--- src/rtl/priv_return_pkg.sv ---
package priv_return_pkg;

    typedef enum logic [1:0] {
        PRIV_U = 2'd0,
        PRIV_S = 2'd1,
        PRIV_R = 2'd2,
        PRIV_M = 2'd3
    } priv_e;

    // Status fields: bit 7 down to bit 0
    typedef struct packed {
        logic       rsv;
        logic [1:0] mpp;
        logic       spp;
        logic       mpie;
        logic       spie;
        logic       mie;
        logic       sie;
    } status_t;

    typedef enum logic [2:0] {
        RES_NONE  = 3'd0,
        RES_RET   = 3'd1,
        RES_ILL   = 3'd2,
        RES_MIS   = 3'd3,
        RES_HALT  = 3'd4,
        RES_FLUSH = 3'd5
    } result_e;

    localparam int NUM_OPS  = 4;
    localparam int OP_MRET  = 0;
    localparam int OP_SRET  = 1;
    localparam int OP_WFI   = 2;
    localparam int OP_FENCE = 3;

    localparam logic [3:0] CAUSE_MISALIGN = 4'd0;
    localparam logic [3:0] CAUSE_ILLEGAL  = 4'd2;

    // Reserved privilege encoding in MPP is stored as user
    function automatic logic [1:0] legal_mpp(input logic [1:0] v);
        return (v == PRIV_R) ? PRIV_U : v;
    endfunction

    function automatic logic below_super(input priv_e p);
        return (p == PRIV_U);
    endfunction

endpackage

--- src/rtl/priv_ret_check.sv ---
module priv_ret_check
    import priv_return_pkg::*;
(
    input  logic [NUM_OPS-1:0] instr_i,
    input  priv_e              priv_i,
    input  logic               tgt_mis_i,
    input  logic               tsr_i,
    input  logic               tw_i,
    input  logic               tvm_i,
    output result_e            res_o
);

    logic is_one;
    assign is_one = $onehot(instr_i);

    always_comb begin
        res_o = RES_NONE;
        if (is_one) begin
            unique case (1'b1)
                instr_i[OP_MRET]: begin
                    if (priv_i != PRIV_M)   res_o = RES_ILL;
                    else if (tgt_mis_i)     res_o = RES_MIS;
                    else                    res_o = RES_RET;
                end
                instr_i[OP_SRET]: begin
                    if (below_super(priv_i))               res_o = RES_ILL;
                    else if (tgt_mis_i)                    res_o = RES_MIS;
                    else if (priv_i == PRIV_S && tsr_i)    res_o = RES_ILL;
                    else                                   res_o = RES_RET;
                end
                instr_i[OP_WFI]: begin
                    if (priv_i == PRIV_S && tw_i) res_o = RES_ILL;
                    else                          res_o = RES_HALT;
                end
                instr_i[OP_FENCE]: begin
                    if (below_super(priv_i) || (priv_i == PRIV_S && tvm_i))
                        res_o = RES_ILL;
                    else
                        res_o = RES_FLUSH;
                end
                default: res_o = RES_NONE;
            endcase
        end
    end

    // a one-hot strobe always yields a result, anything else none
    always_comb begin
        a_r10_decode_total: assert (is_one == (res_o != RES_NONE));
    end

endmodule

--- src/rtl/priv_ret_status.sv ---
module priv_ret_status
    import priv_return_pkg::*;
(
    input  logic [NUM_OPS-1:0] instr_i,
    input  result_e            res_i,
    input  priv_e              priv_i,
    input  status_t            stat_i,
    input  logic               we_i,
    input  logic [7:0]         wdata_i,
    output priv_e              priv_o,
    output status_t            stat_o
);

    status_t wr;

    always_comb begin
        wr      = status_t'(wdata_i);
        wr.rsv  = 1'b0;
        wr.mpp  = legal_mpp(wr.mpp);
    end

    always_comb begin
        priv_o = priv_i;
        stat_o = stat_i;
        if (res_i == RES_RET && instr_i[OP_MRET]) begin
            priv_o      = priv_e'(stat_i.mpp);
            stat_o.mie  = stat_i.mpie;
            stat_o.mpie = 1'b1;
            stat_o.mpp  = PRIV_U;
        end else if (res_i == RES_RET && instr_i[OP_SRET]) begin
            priv_o      = stat_i.spp ? PRIV_S : PRIV_U;
            stat_o.sie  = stat_i.spie;
            stat_o.spie = 1'b1;
            stat_o.spp  = 1'b0;
        end else if (we_i && instr_i == '0) begin
            stat_o = wr;
        end
    end

    // the stored MPP never takes the reserved value
    always_comb begin
        a_r12_mpp_legal: assert (stat_o.mpp != PRIV_R || stat_i.mpp == PRIV_R);
    end

endmodule

--- src/rtl/priv_return_unit.sv ---
module priv_return_unit
    import priv_return_pkg::*;
#(
    parameter int XLEN           = 32,
    parameter bit HAS_COMPRESSED = 1'b0
) (
    input  logic            clk,
    input  logic            rst,
    input  logic [3:0]      instr_i,
    input  logic [XLEN-1:0] mepc_i,
    input  logic [XLEN-1:0] sepc_i,
    input  logic            tsr_i,
    input  logic            tw_i,
    input  logic            tvm_i,
    input  logic            stat_we_i,
    input  logic [7:0]      stat_wdata_i,
    output logic [1:0]      priv_o,
    output logic [7:0]      stat_o,
    output logic            ret_o,
    output logic [XLEN-1:0] ret_pc_o,
    output logic            ill_o,
    output logic            misalign_o,
    output logic            halt_o,
    output logic            flush_o,
    output logic [3:0]      cause_o
);

    localparam int ALIGN_BITS = 2;

    priv_e           priv_q, priv_nx;
    status_t         stat_q, stat_nx;
    result_e         res_d, res_q;
    logic [XLEN-1:0] tgt, pc_q;
    logic [NUM_OPS-1:0] op_q;
    logic            pend_q;
    logic            tgt_mis;

    assign tgt = instr_i[OP_SRET] ? sepc_i : mepc_i;

    generate
        if (HAS_COMPRESSED) begin : g_no_align
            assign tgt_mis = 1'b0;
        end else begin : g_align
            assign tgt_mis = |tgt[ALIGN_BITS-1:0];
        end
    endgenerate

    priv_ret_check u_check (
        .instr_i  (instr_i),
        .priv_i   (priv_q),
        .tgt_mis_i(tgt_mis),
        .tsr_i    (tsr_i),
        .tw_i     (tw_i),
        .tvm_i    (tvm_i),
        .res_o    (res_d)
    );

    priv_ret_status u_status (
        .instr_i(instr_i),
        .res_i  (res_d),
        .priv_i (priv_q),
        .stat_i (stat_q),
        .we_i   (stat_we_i),
        .wdata_i(stat_wdata_i),
        .priv_o (priv_nx),
        .stat_o (stat_nx)
    );

    always_ff @(posedge clk) begin
        if (rst) begin
            priv_q <= PRIV_M;
            stat_q <= '0;
            res_q  <= RES_NONE;
            pc_q   <= '0;
            op_q   <= '0;
            pend_q <= 1'b0;
        end else begin
            priv_q <= priv_nx;
            stat_q <= stat_nx;
            res_q  <= res_d;
            pc_q   <= tgt;
            op_q   <= instr_i;
            pend_q <= $onehot(instr_i);
        end
    end

    assign priv_o     = priv_q;
    assign stat_o     = stat_q;
    assign ret_pc_o   = pc_q;
    assign ret_o      = (res_q == RES_RET);
    assign ill_o      = (res_q == RES_ILL);
    assign misalign_o = (res_q == RES_MIS);
    assign halt_o     = (res_q == RES_HALT);
    assign flush_o    = (res_q == RES_FLUSH);
    assign cause_o    = ill_o ? CAUSE_ILLEGAL : CAUSE_MISALIGN;

    // exactly one result strobe per accepted instruction
    a_r10_one_result: assert property (@(posedge clk) disable iff (rst)
        pend_q == $onehot({ret_o, ill_o, misalign_o, halt_o, flush_o}));

    // machine return succeeds only from machine level
    a_r2_mret_priv: assert property (@(posedge clk) disable iff (rst)
        (ret_o && op_q[OP_MRET]) |-> ($past(priv_q) == PRIV_M));

    // supervisor return never succeeds from user, nor from S with TSR
    a_r3_sret_priv: assert property (@(posedge clk) disable iff (rst)
        (ret_o && op_q[OP_SRET]) |->
            ($past(priv_q) != PRIV_U && !($past(priv_q) == PRIV_S && $past(tsr_i))));

    // machine return field update
    a_r5_mret_update: assert property (@(posedge clk) disable iff (rst)
        (ret_o && op_q[OP_MRET]) |->
            (stat_q.mie == $past(stat_q.mpie) && stat_q.mpie && stat_q.mpp == PRIV_U
             && priv_q == priv_e'($past(stat_q.mpp))));

    // supervisor return field update
    a_r6_sret_update: assert property (@(posedge clk) disable iff (rst)
        (ret_o && op_q[OP_SRET]) |->
            (stat_q.sie == $past(stat_q.spie) && stat_q.spie && !stat_q.spp
             && priv_q == ($past(stat_q.spp) ? PRIV_S : PRIV_U)));

    // a trap changes no state
    a_r7_trap_hold: assert property (@(posedge clk) disable iff (rst)
        (ill_o || misalign_o) |->
            (priv_q == $past(priv_q) && stat_q == $past(stat_q)));

    // the reserved status bit reads zero
    a_r12_rsv_zero: assert property (@(posedge clk) disable iff (rst)
        !stat_o[7]);

    generate
        if (!HAS_COMPRESSED) begin : g_align_chk
            // returns land on aligned targets, misaligned results carry an unaligned one
            a_r4_ret_aligned: assert property (@(posedge clk) disable iff (rst)
                ret_o |-> (ret_pc_o[ALIGN_BITS-1:0] == '0));
            a_r4_mis_unaligned: assert property (@(posedge clk) disable iff (rst)
                misalign_o |-> (ret_pc_o[ALIGN_BITS-1:0] != '0));
        end
    endgenerate

endmodule

--- config.mk ---
export PLATFORM = sky130hd
export DESIGN_NAME = priv_return_unit
export DESIGN_NICKNAME = d
export VERILOG_FILES = /design/src/rtl/priv_return_pkg.sv /design/src/rtl/priv_ret_check.sv /design/src/rtl/priv_ret_status.sv /design/src/rtl/priv_return_unit.sv
export SDC_FILE = /design/constraint.sdc
export NUM_CORES = 1
export LEC_CHECK = 0
export CELL_PAD_IN_SITES_DETAIL_PLACEMENT = 1
export CELL_PAD_IN_SITES_GLOBAL_PLACEMENT = 1
export CORE_MARGIN = 4
export CORE_UTILIZATION = 25
export DETAILED_ROUTE_END_ITERATION = 8
export PLACE_DENSITY = 0.86
export RECOVER_POWER = 100
export SYNTH_ARGS = -nofsm -noshare
export SYNTH_HDL_FRONTEND = slang
export SYNTH_HIERARCHICAL = 1
export SYNTH_SLANG_ARGS = --single-unit
--- constraint.sdc ---
create_clock -name clk -period 3.8 [get_ports clk]
set_clock_uncertainty 0.1 [all_clocks]
set_input_delay 0.57 -clock clk [delete_from_list [all_inputs] [get_ports clk]]
set_output_delay 0.57 -clock clk [all_outputs]
set_load 0.02 [all_outputs]
Word-level counts from Yosys, hierarchy flattened

Index checks and enable logic that the tools add are counted.

Output and inout bits: 51
Register bits: 44
Word-level logic and storage cells: 65

Bitwise operators: 2
Muxes and demuxes: 23
Equality and inequality tests: 11
Reduce and logical (&&, ||, !) cells: 17
Add/sub/neg operators: 3

Operators by type and width:

| operator                                      | number |
|---|---|
| two-way mux 32 bit                            | 1 |
| two-way mux 3 bit                             | 5 |
| two-way mux 2 bit                             | 7 |
| one-hot mux 3 bit (4 select lines)            | 1 |
| == test 3 x 1 -> 1 bit, second input constant | 3 |
| two-way mux 1 bit                             | 8 |
| == test 3 x 2 -> 1 bit, second input constant | 2 |
| == test 3 bit, second input constant          | 2 |
| logical AND 1 bit                             | 6 |
| AND reduction 2 bit                           | 3 |
| nonzero test 2 bit                            | 3 |
| two-way mux 5 bit                             | 1 |
| adder 1 x 1 -> 2 bit                          | 2 |
| zero test 4 bit                               | 1 |
| OR reduction 2 bit                            | 2 |
| adder 2 x 3 -> 3 bit                          | 1 |
| == test 2 x 1 -> 1 bit, second input constant | 1 |
| == test 2 bit, second input constant          | 1 |
| zero test 2 bit                               | 1 |
| != test 2 x 1 -> 1 bit, second input constant | 1 |
| != test 2 bit, second input constant          | 1 |
| NOT 1 bit                                     | 2 |
| logical OR 1 bit                              | 1 |

Longest topological paths before layout

Gate-level depths: netlist of run 1.

Depth after elaboration: 11
Mapped depth: 13
Mapped depth without buffers: 13

By module

The synthesis of run 1 kept the hierarchy.

By module, submodules not included:

| module           | cells an instance | area each (µm²) | sequential area each (µm²) | instances |
|---|---|---|---|---|
| priv_return_unit | 144               | 1606.5          | 900.9                      | 1 |
| priv_ret_status  | 38                | 219.0           | 0.0                        | 1 |
| priv_ret_check   | 32                | 203.9           | 0.0                        | 1 |

Least setup slack after synthesis of run 1

Ideal clock, no wire load.

Path kind: input-to-reg
From: input port instr_i[0]
To: register priv_q[0] (netlist: priv_o[0])
Data arrival time: 2.876 ns
Setup slack: 0.704 ns
Stages: 12
Cells stage by stage: inv_1 > fa_1 > inv_1 > ha_1 > ha_1 > nor2_1 > nand3_1 > a31oi_1 > nor3b_2 > o21ai_0 > a22o_1 > or2_1

Longest elaborated chain between the ends: 7
Elaborated cells between the ends (all ways): 10
Classes of those cells: add/sub: 2; eq/ne: 2; mux: 3; reduce/logical: 3

RTL lines:

| what                                       | RTL line               | RTL |
|---|---|---|
| start, declared                            | priv_return_unit.sv:9  | `input logic [3:0] instr_i,` |
| adder 1 x 1 -> 2 bit                       | --                     |  |
| adder 2 x 3 -> 3 bit (not written as such) | priv_ret_check.sv:14   | `assign is_one = $onehot(instr_i);` |
| == test 3 x 1 -> 1 bit                     | priv_ret_check.sv:14   |  |
| two-way mux 3 bit *                        | priv_ret_check.sv:18   | `if (is_one) begin` |
| named net res_d[0]                         | priv_return_unit.sv:32 | `result_e res_d, res_q;` |
| == test 3 x 1 -> 1 bit *                   | priv_ret_status.sv:25  | `if (res_i == RES_RET && instr_i[OP_MRET]) begin` |
| logical AND 1 bit *                        | priv_ret_status.sv:25  |  |
| two-way mux 2 bit *                        | priv_ret_status.sv:25  |  |
| named net priv_nx[0]                       | priv_return_unit.sv:30 | `priv_e priv_q, priv_nx;` |
| end signal, assigned                       | priv_return_unit.sv:78 | `priv_q <= priv_nx;` |
| end, declared                              | priv_return_unit.sv:30 |  |

The timed path passes the listed nets; every way through them passes the cells marked *.
A chain may end at the register's enable or synchronous reset.

Worst setup path after layout of run 1

From: input port instr_i[0]
To: register stat_q (netlist bit stat_o[0])

Longest elaborated chain between the ends: 8
Elaborated cells between the ends (all ways): 14
Classes of those cells: add/sub: 2; eq/ne: 2; mux: 3; bitwise: 1; reduce/logical: 6

RTL lines:

| what                                                                    | RTL line                                     | RTL |
|---|---|---|
| adder 1 x 1 -> 2 bit                                                    | --                                           |  |
| adder 2 x 3 -> 3 bit (not written as such)                              | priv_ret_check.sv:14                         |  |
| == test 3 x 1 -> 1 bit                                                  | priv_ret_check.sv:14                         |  |
| two-way mux 3 bit *                                                     | priv_ret_check.sv:18                         |  |
| named net res_d[2]                                                      | priv_return_unit.sv:32                       |  |
| == test 3 x 1 -> 1 bit *                                                | priv_ret_status.sv:25, priv_ret_status.sv:30 |  |
| logical AND 1 bit (on tied branches)                                    | priv_ret_status.sv:30, priv_ret_status.sv:25 |  |
| nonzero test 2 bit (no source line) / NOT 1 bit (equally long branches) | --                                           |  |
| AND reduction 2 bit (no source line)                                    | --                                           |  |
| end signal, assigned                                                    | priv_return_unit.sv:79                       | `stat_q <= stat_nx;` |
| end, declared                                                           | priv_return_unit.sv:31                       | `status_t stat_q, stat_nx;` |

Marks and branches as above.

==> flow_metrics.tcl, run 1 <==
set metrics [dict create \
    worst-r2r-cell-count 8 \
    gp_congestion 0.7986 \
    num-fill-cells 901 \
    wl_um 6543 \
    rsz0062_at_grt "false" \
    route.detailed.drc 0 \
    postCtsHoldBufs 0 \
    switching_share_pct 26.87 \
    ff_latch_area_sq_um 900.9 \
    grt.total_usage_pct 13.58 \
    cts_buffers 5 \
    drive_above_1_share_pct 5.507 \
    timing.rr.start "priv_o[0]" \
    initial_utilization_pct 25.99 \
    grt_antenna_before_repair 0 \
    yosys_warnings 6 \
    crit_arrival_ns 3.55 \
    final_core_util_pct 44.39 \
    powerDensity_nw_per_um2 342.9 \
    hp-start "stat_o[6]" \
    r2r_slack_ns 1.58 \
    wire_per_inst_um 14.64 \
    dieArea_sq_um 9624 \
    place_inst 439 \
    area_growth_syn_to_layout_pct 70.78 \
    synth_area_sq_um 2029 \
    vias_per_cell 4.396 \
    final.setup.tns_ns 0 \
    hold_end "stat_o[6]" \
    num_rows 32 \
    cts_tree "yes" \
    antennaDiodeCount 0 \
    worstSkewPairLatency_ns 0.29 \
    end_kind "flip-flop" \
    total_power_uw 1189 \
    startpoint_type "primary input" \
    grt_max_degree 46 \
    gr-total-overflow 0 \
    clock-sinks 45 \
    p_leak_uw 0.001546 \
    period_minus_slack_ns 3.525 \
    rr_endpoint "stat_o[0]" \
    yosysTopAreaCell "dfxtp_1" \
    synth_top_cells_by_area "dfxtp_1 44%, mux2i_1 16%, nor2_1 6.8%, nand2_1 3.7%, nor2b_1 3.7%" \
    crit_path_top_delay_cell "fa_1" \
    pwr-share-clk_pct 30.6 \
    firstDrtPassIters 4 \
    p_switching_uw 319.4 \
    relSlewSlack_pct -27.33 \
    die_w_um 98.10 \
    cts_setup_buffers 0 \
    synth_cell_types 36 \
    ios 133 \
    cp_max_fo 4 \
    die_h_um 98.10 \
    path_clk_slew_ns 0.09 \
    synthDominantCellAreaShare_pct 44.39 \
    pwr-share-seq_pct 43.6 \
    combinationalPowerShare_pct 25.8 \
    ys_seq_area_share_pct 44.39 \
    ctsResizeCount 0 \
    drv_cap 1 \
    tightest_slew_ns 1.910 \
    maxSlewViolCount 46 \
    finalCritPeriodShare_pct 92.78 \
    place_area_sq_um 3356 \
    layout.nets 430 \
    syn_inst 214 \
    min_path_cells 3 \
    hpwl_um 5243 \
    synth_seq_cells 45 \
    max_freq_ghz 0.2837 \
    crit_type "in -> reg" \
    clock-root-buffer "clkbuf_8" \
    ant_nets 0 \
    core_area_sq_um 7807 \
    multi_input_area_sq_um 974.7 \
    avgSynthCellArea_sq_um 9.483 \
    crit_path_max_incr_delay_ns 0.53 \
    violations "max-capacitance violations, max-slew violations" \
    grt_pass1_vias 2103 \
    htree_levels 2 \
    p_int_uw 869.2 \
    vias 1965 \
    portBuffers 128 \
    grt_pass1_wl_um 10610 \
    path_cells "clkdlybuf4s50_1, inv_1, fa_1, inv_1, ha_1, ha_1, nor2_1, nand3_1, a31oi_1, nor3b_2, and2_0, a222oi_1, nand2_1, nor2b_1" \
    hold_viol_final 0 \
    final_cell_count_no_fill 447 \
    status "complete, but fails checks" \
    required_ns 3.82 \
    irDropWorstVdd_uv 171.2 \
    first_iter_violations 36 \
    hold_path_class "reg -> reg" \
    stdcell_area_sq_um 3466 \
    clock_path_buffers 2 \
    setup_violations 0 \
]
cells in the mapped netlist (all sizes together):
cell	n
fa	1
mux2i	32
ha	3
o21ai	4
nand2	20
and3b	2
nand3b	1
inv	6
a22o	2
nor2	38
a21oi	5
a21boi	1
a32oi	1
dfxtp	45
nor3b	4
a32o	1
and2	3
and3	1
conb	1
nor3	1
nor2b	12
buf	14
o221ai	1
a222oi	1
a31oi	3
nand2b	1
nand3	5
nand4b	1
or2	4
how the worst max path moves through the flow:
stage | from | endpoint | cells past startpoint
finish | instr_i[0] | stat_o[0] | 14
global route | instr_i[0] | stat_o[1] | 15
CTS | instr_i[0] | stat_o[0] | 15
detailed placement | instr_i[0] | stat_o[0] | 14
global placement | instr_i[0] | stat_o[0] | 14
floorplan | instr_i[0] | priv_o[0] | 12
sequential cells by signal, summed over array words and instances (netlist names):
signal and cells:
ret_pc_o 32, res_q 3, stat_o 8, priv_o 2
power by group through the flow:
stage	Sequential (uW)	Combinational (uW)	Clock [uW]
after global routing	524	333	400
after floorplan	565	114	0
after global placement	529	314	0
after CTS	520	324	381
final	518	307	364
after detailed placement	531	323	0
layout by cell type (no fill, tap or decap), types with 2 or more instances in the layout:
master | netlist | final
a21oi_1 | 4 | 4
a22o_1 | 2 | 2
a31oi_1 | 3 | 3
and2_1 | 2 | 2
and3b_1 | 2 | 2
buf_4 | 4 | 5
clkbuf_8 | 0 | 5
clkdlybuf4s50_1 | 0 | 78
conb_1 | 1 | 3
dfxtp_1 | 45 | 45
dlygate4sd3_1 | 0 | 49
ha_1 | 3 | 3
inv_1 | 6 | 6
mux2i_1 | 32 | 32
nand2_1 | 20 | 20
nand3_1 | 5 | 5
nor2_1 | 37 | 37
nor2b_1 | 12 | 12
nor3b_1 | 3 | 3
o21ai_0 | 4 | 4
or2_1 | 4 | 4
cells by family (layout without fill, tap and decap cells):
kind of cell,after synthesis,after routing,share of synthesized area [%]
AO/OA/AOI/OAI,19,19,6.413
AND/OR/NAND/NOR,93,93,22.50
other,1,3,0.1848
adder cells (fa/ha/maj),4,4,2.836
flip-flops,45,45,44.39
multiplexers,32,32,15.78
buffers and inverters,20,149,7.891
layout make-up:
cell class                      instances  area share [%]
Tap cell                              102           3.682
Clock buffer                            5           1.986
Timing Repair Buffer                  135           38.23
Clock inverter                          3           1.336
Inverter                                6          0.6498
Sequential cell                        45           25.99
Multi-Input combinational cell        151           28.12
metrics by stage:
step                      hold WS, ns  setup WS, ns
after floorplan                0.5487        0.7038
after global placement         0.4602        0.1318
after detailed placement       0.4771      0.008910
after CTS                      0.4993        0.3363
after global routing           0.5126       0.07559
final                          0.4921        0.2745
per-layer routing:
layer | global-route usage [%] | vias to the layer above | part of all wire (%) | wire, um
met5 | 0 | - | 0 | 0
met4 | 2.982 | 0 | 0.58 | 38
met3 | 3.429 | 6 | 6.1 | 398
met2 | 25.29 | 81 | 53 | 3458
met1 | 15.54 | 913 | 40 | 2648
li1 | - | 965 | - | -
critical path, delay by kind of cell:
kind / cells / cell delay [ns]
compound gates: 2 / 0.62
fa+ha+maj: 3 / 0.97
simple gates: 6 / 0.78
buf+inv: 3 / 0.60
(Power assumes the default switching activity.)
==> run 2: changes to the inputs <==
- PLACE_DENSITY: 0.86 -> not set
- PLACE_DENSITY_LB_ADDON: not set -> 0.1
- SKIP_CTS_REPAIR_TIMING: not set -> 1
- SKIP_LAST_GASP: not set -> 1
==> flow_metrics.tcl, run 2 (synthesis gave the netlist of run 1 again) <==
set metrics [dict create \
    vias_per_cell 4.425 \
    wire_per_inst_um 14.47 \
    maxSlewViolCount 0 \
    gp_congestion 0.7894 \
    final_core_util_pct 44.33 \
    die_h_um 98.10 \
    initial_utilization_pct 25.99 \
    tightest_slew_ns 0.9486 \
    end_kind "flip-flop" \
    crit_type "in -> reg" \
    num_rows 32 \
    gr-total-overflow 0 \
    dieArea_sq_um 9624 \
    ios 133 \
    die_w_um 98.10 \
    powerDensity_nw_per_um2 344.6 \
    core_area_sq_um 7807 \
    finalCritPeriodShare_pct 91.31 \
    wl_um 6470 \
    grt_max_degree 41 \
    layout_common_cells "78 x clkdlybuf4s50_1, 49 x dlygate4sd3_1, 45 x dfxtp_1" \
    largest_reg_flops 32 \
    timing.rr.start "priv_o[0]" \
    pre_cts_ws_ns -0.01864 \
    p_leak_uw 0.001548 \
    crit_start "instr_i[0]" \
    path_clk_slew_ns 0.08 \
    grt.total_usage_pct 13.33 \
    crit_path_max_incr_delay_ns 0.54 \
    antennaDiodeCount 0 \
    status "complete, no violations" \
    crit_arrival_ns 3.55 \
    cts_tree "yes" \
    required_ns 3.88 \
    route.detailed.drc 0 \
    clock_path_buffers 2 \
    ant_nets 0 \
    htree_levels 2 \
    first_iter_violations 29 \
    max_freq_ghz 0.2882 \
    vias 1978 \
    drv_cap 0 \
    worstSkewPairLatency_ns 0.29 \
    setup_violations 0 \
    period_minus_slack_ns 3.470 \
    startpoint_type "primary input" \
    hold_path_class "reg -> reg" \
    num-fill-cells 894 \
    hold_viol_final 0 \
    hp-start "stat_o[7]" \
    clock-sinks 45 \
    rsz0062_at_grt "false" \
    cp_max_fo 4 \
    area_growth_syn_to_layout_pct 70.53 \
    grt_pass1_vias 2034 \
    cts_buffers 5 \
    clock-root-buffer "clkbuf_8" \
    hpwl_um 5118 \
    relSlewSlack_pct 36.76 \
    irDropWorstVdd_uv 149.6 \
    final_common_cell "clkdlybuf4s50_1" \
    critPathTopFamily "adder cells" \
    setup_ws_ns 0.3303 \
    cp.buffers_inverters 3 \
    path_cells "clkdlybuf4s50_1, inv_1, fa_1, inv_1, ha_1, ha_1, nor2_1, nand3_1, a31oi_1, nor3b_2, o21ai_0, a22o_1, or2_1" \
    grt_antenna_before_repair 0 \
    drive_above_1_share_pct 4.928 \
    firstDrtPassIters 4 \
    layout.nets 430 \
    crit_path_top_delay_cell "fa_1" \
    portBuffers 128 \
    grt_pass1_wl_um 10420 \
]
## run 2: changes by cell type in the layout (fill, tap and decap cells not counted)
cell / before / now
clkbuf_1: 1 / 3
clkinv_4: 1 / 0
a21oi_2: 1 / 0
and2_2: 0 / 1
clkbuf_8: 5 / 6
and2_1: 2 / 1
buf_4: 5 / 4
clkinvlp_4: 1 / 0
a21oi_1: 4 / 5
## run 2: final timing paths
check,to,slack (ns),cells after the start
worst max-delay path,priv_o[0],0.33,13
worst min-delay path,stat_o[7],0.49,2
worst max register to register,priv_o[0],1.59,7
worst min register to register,stat_o[7],0.49,2
## run 2: routing by layer
metal / vias up / global-route usage (%) / share of wire [%]
li1: 965 / - / -
met3: 9 / 4.214 / 8.3
met4: 0 / 3.514 / 1.4
met1: 913 / 16.27 / 43
met5: - / 0 / 0
met2: 91 / 22.67 / 47
## run 2: through the flow
step / area, sq um / std cells / setup TNS [ns] / hold WS (ns) / total power (uW)
floorplan: 2037 / 216 / 0 / 0.5487 / 678.9
global placement: 3356 / 439 / 0 / 0.4687 / 847.5
detailed placement: 3356 / 439 / -0.02247 / 0.4720 / 854.1
CTS: 3472 / 447 / 0 / 0.4997 / 1232
global route: 3461 / 447 / 0 / 0.5266 / 1263
finish: 3461 / 447 / 0 / 0.4876 / 1193
## run 2: cell type report
class | instances | area (sq um) | share of cell area, %
clock buffers | 7 | 86.33 | 2.495
inverters | 6 | 22.52 | 0.6508
well taps | 102 | 127.6 | 3.688
repair buffers | 135 | 1321 | 38.18
flip-flops and latches | 45 | 900.9 | 26.03
multi-input cells | 151 | 972.2 | 28.09
clock inverters | 1 | 30.03 | 0.8677
## run 2: where the power goes
part	switching (uW)	internal, uW
Clock	157	214
Combinational	135	168
Sequential	15.6	503
Total	308	885
## run 2: worst reg2reg max path: cells and delay by family (launching register included)
family | cells | cell delay [ns]
DFF | 1 | 0.49
and+or+nand+nor | 2 | 0.52
AOI/OAI and AO/OA | 5 | 0.99
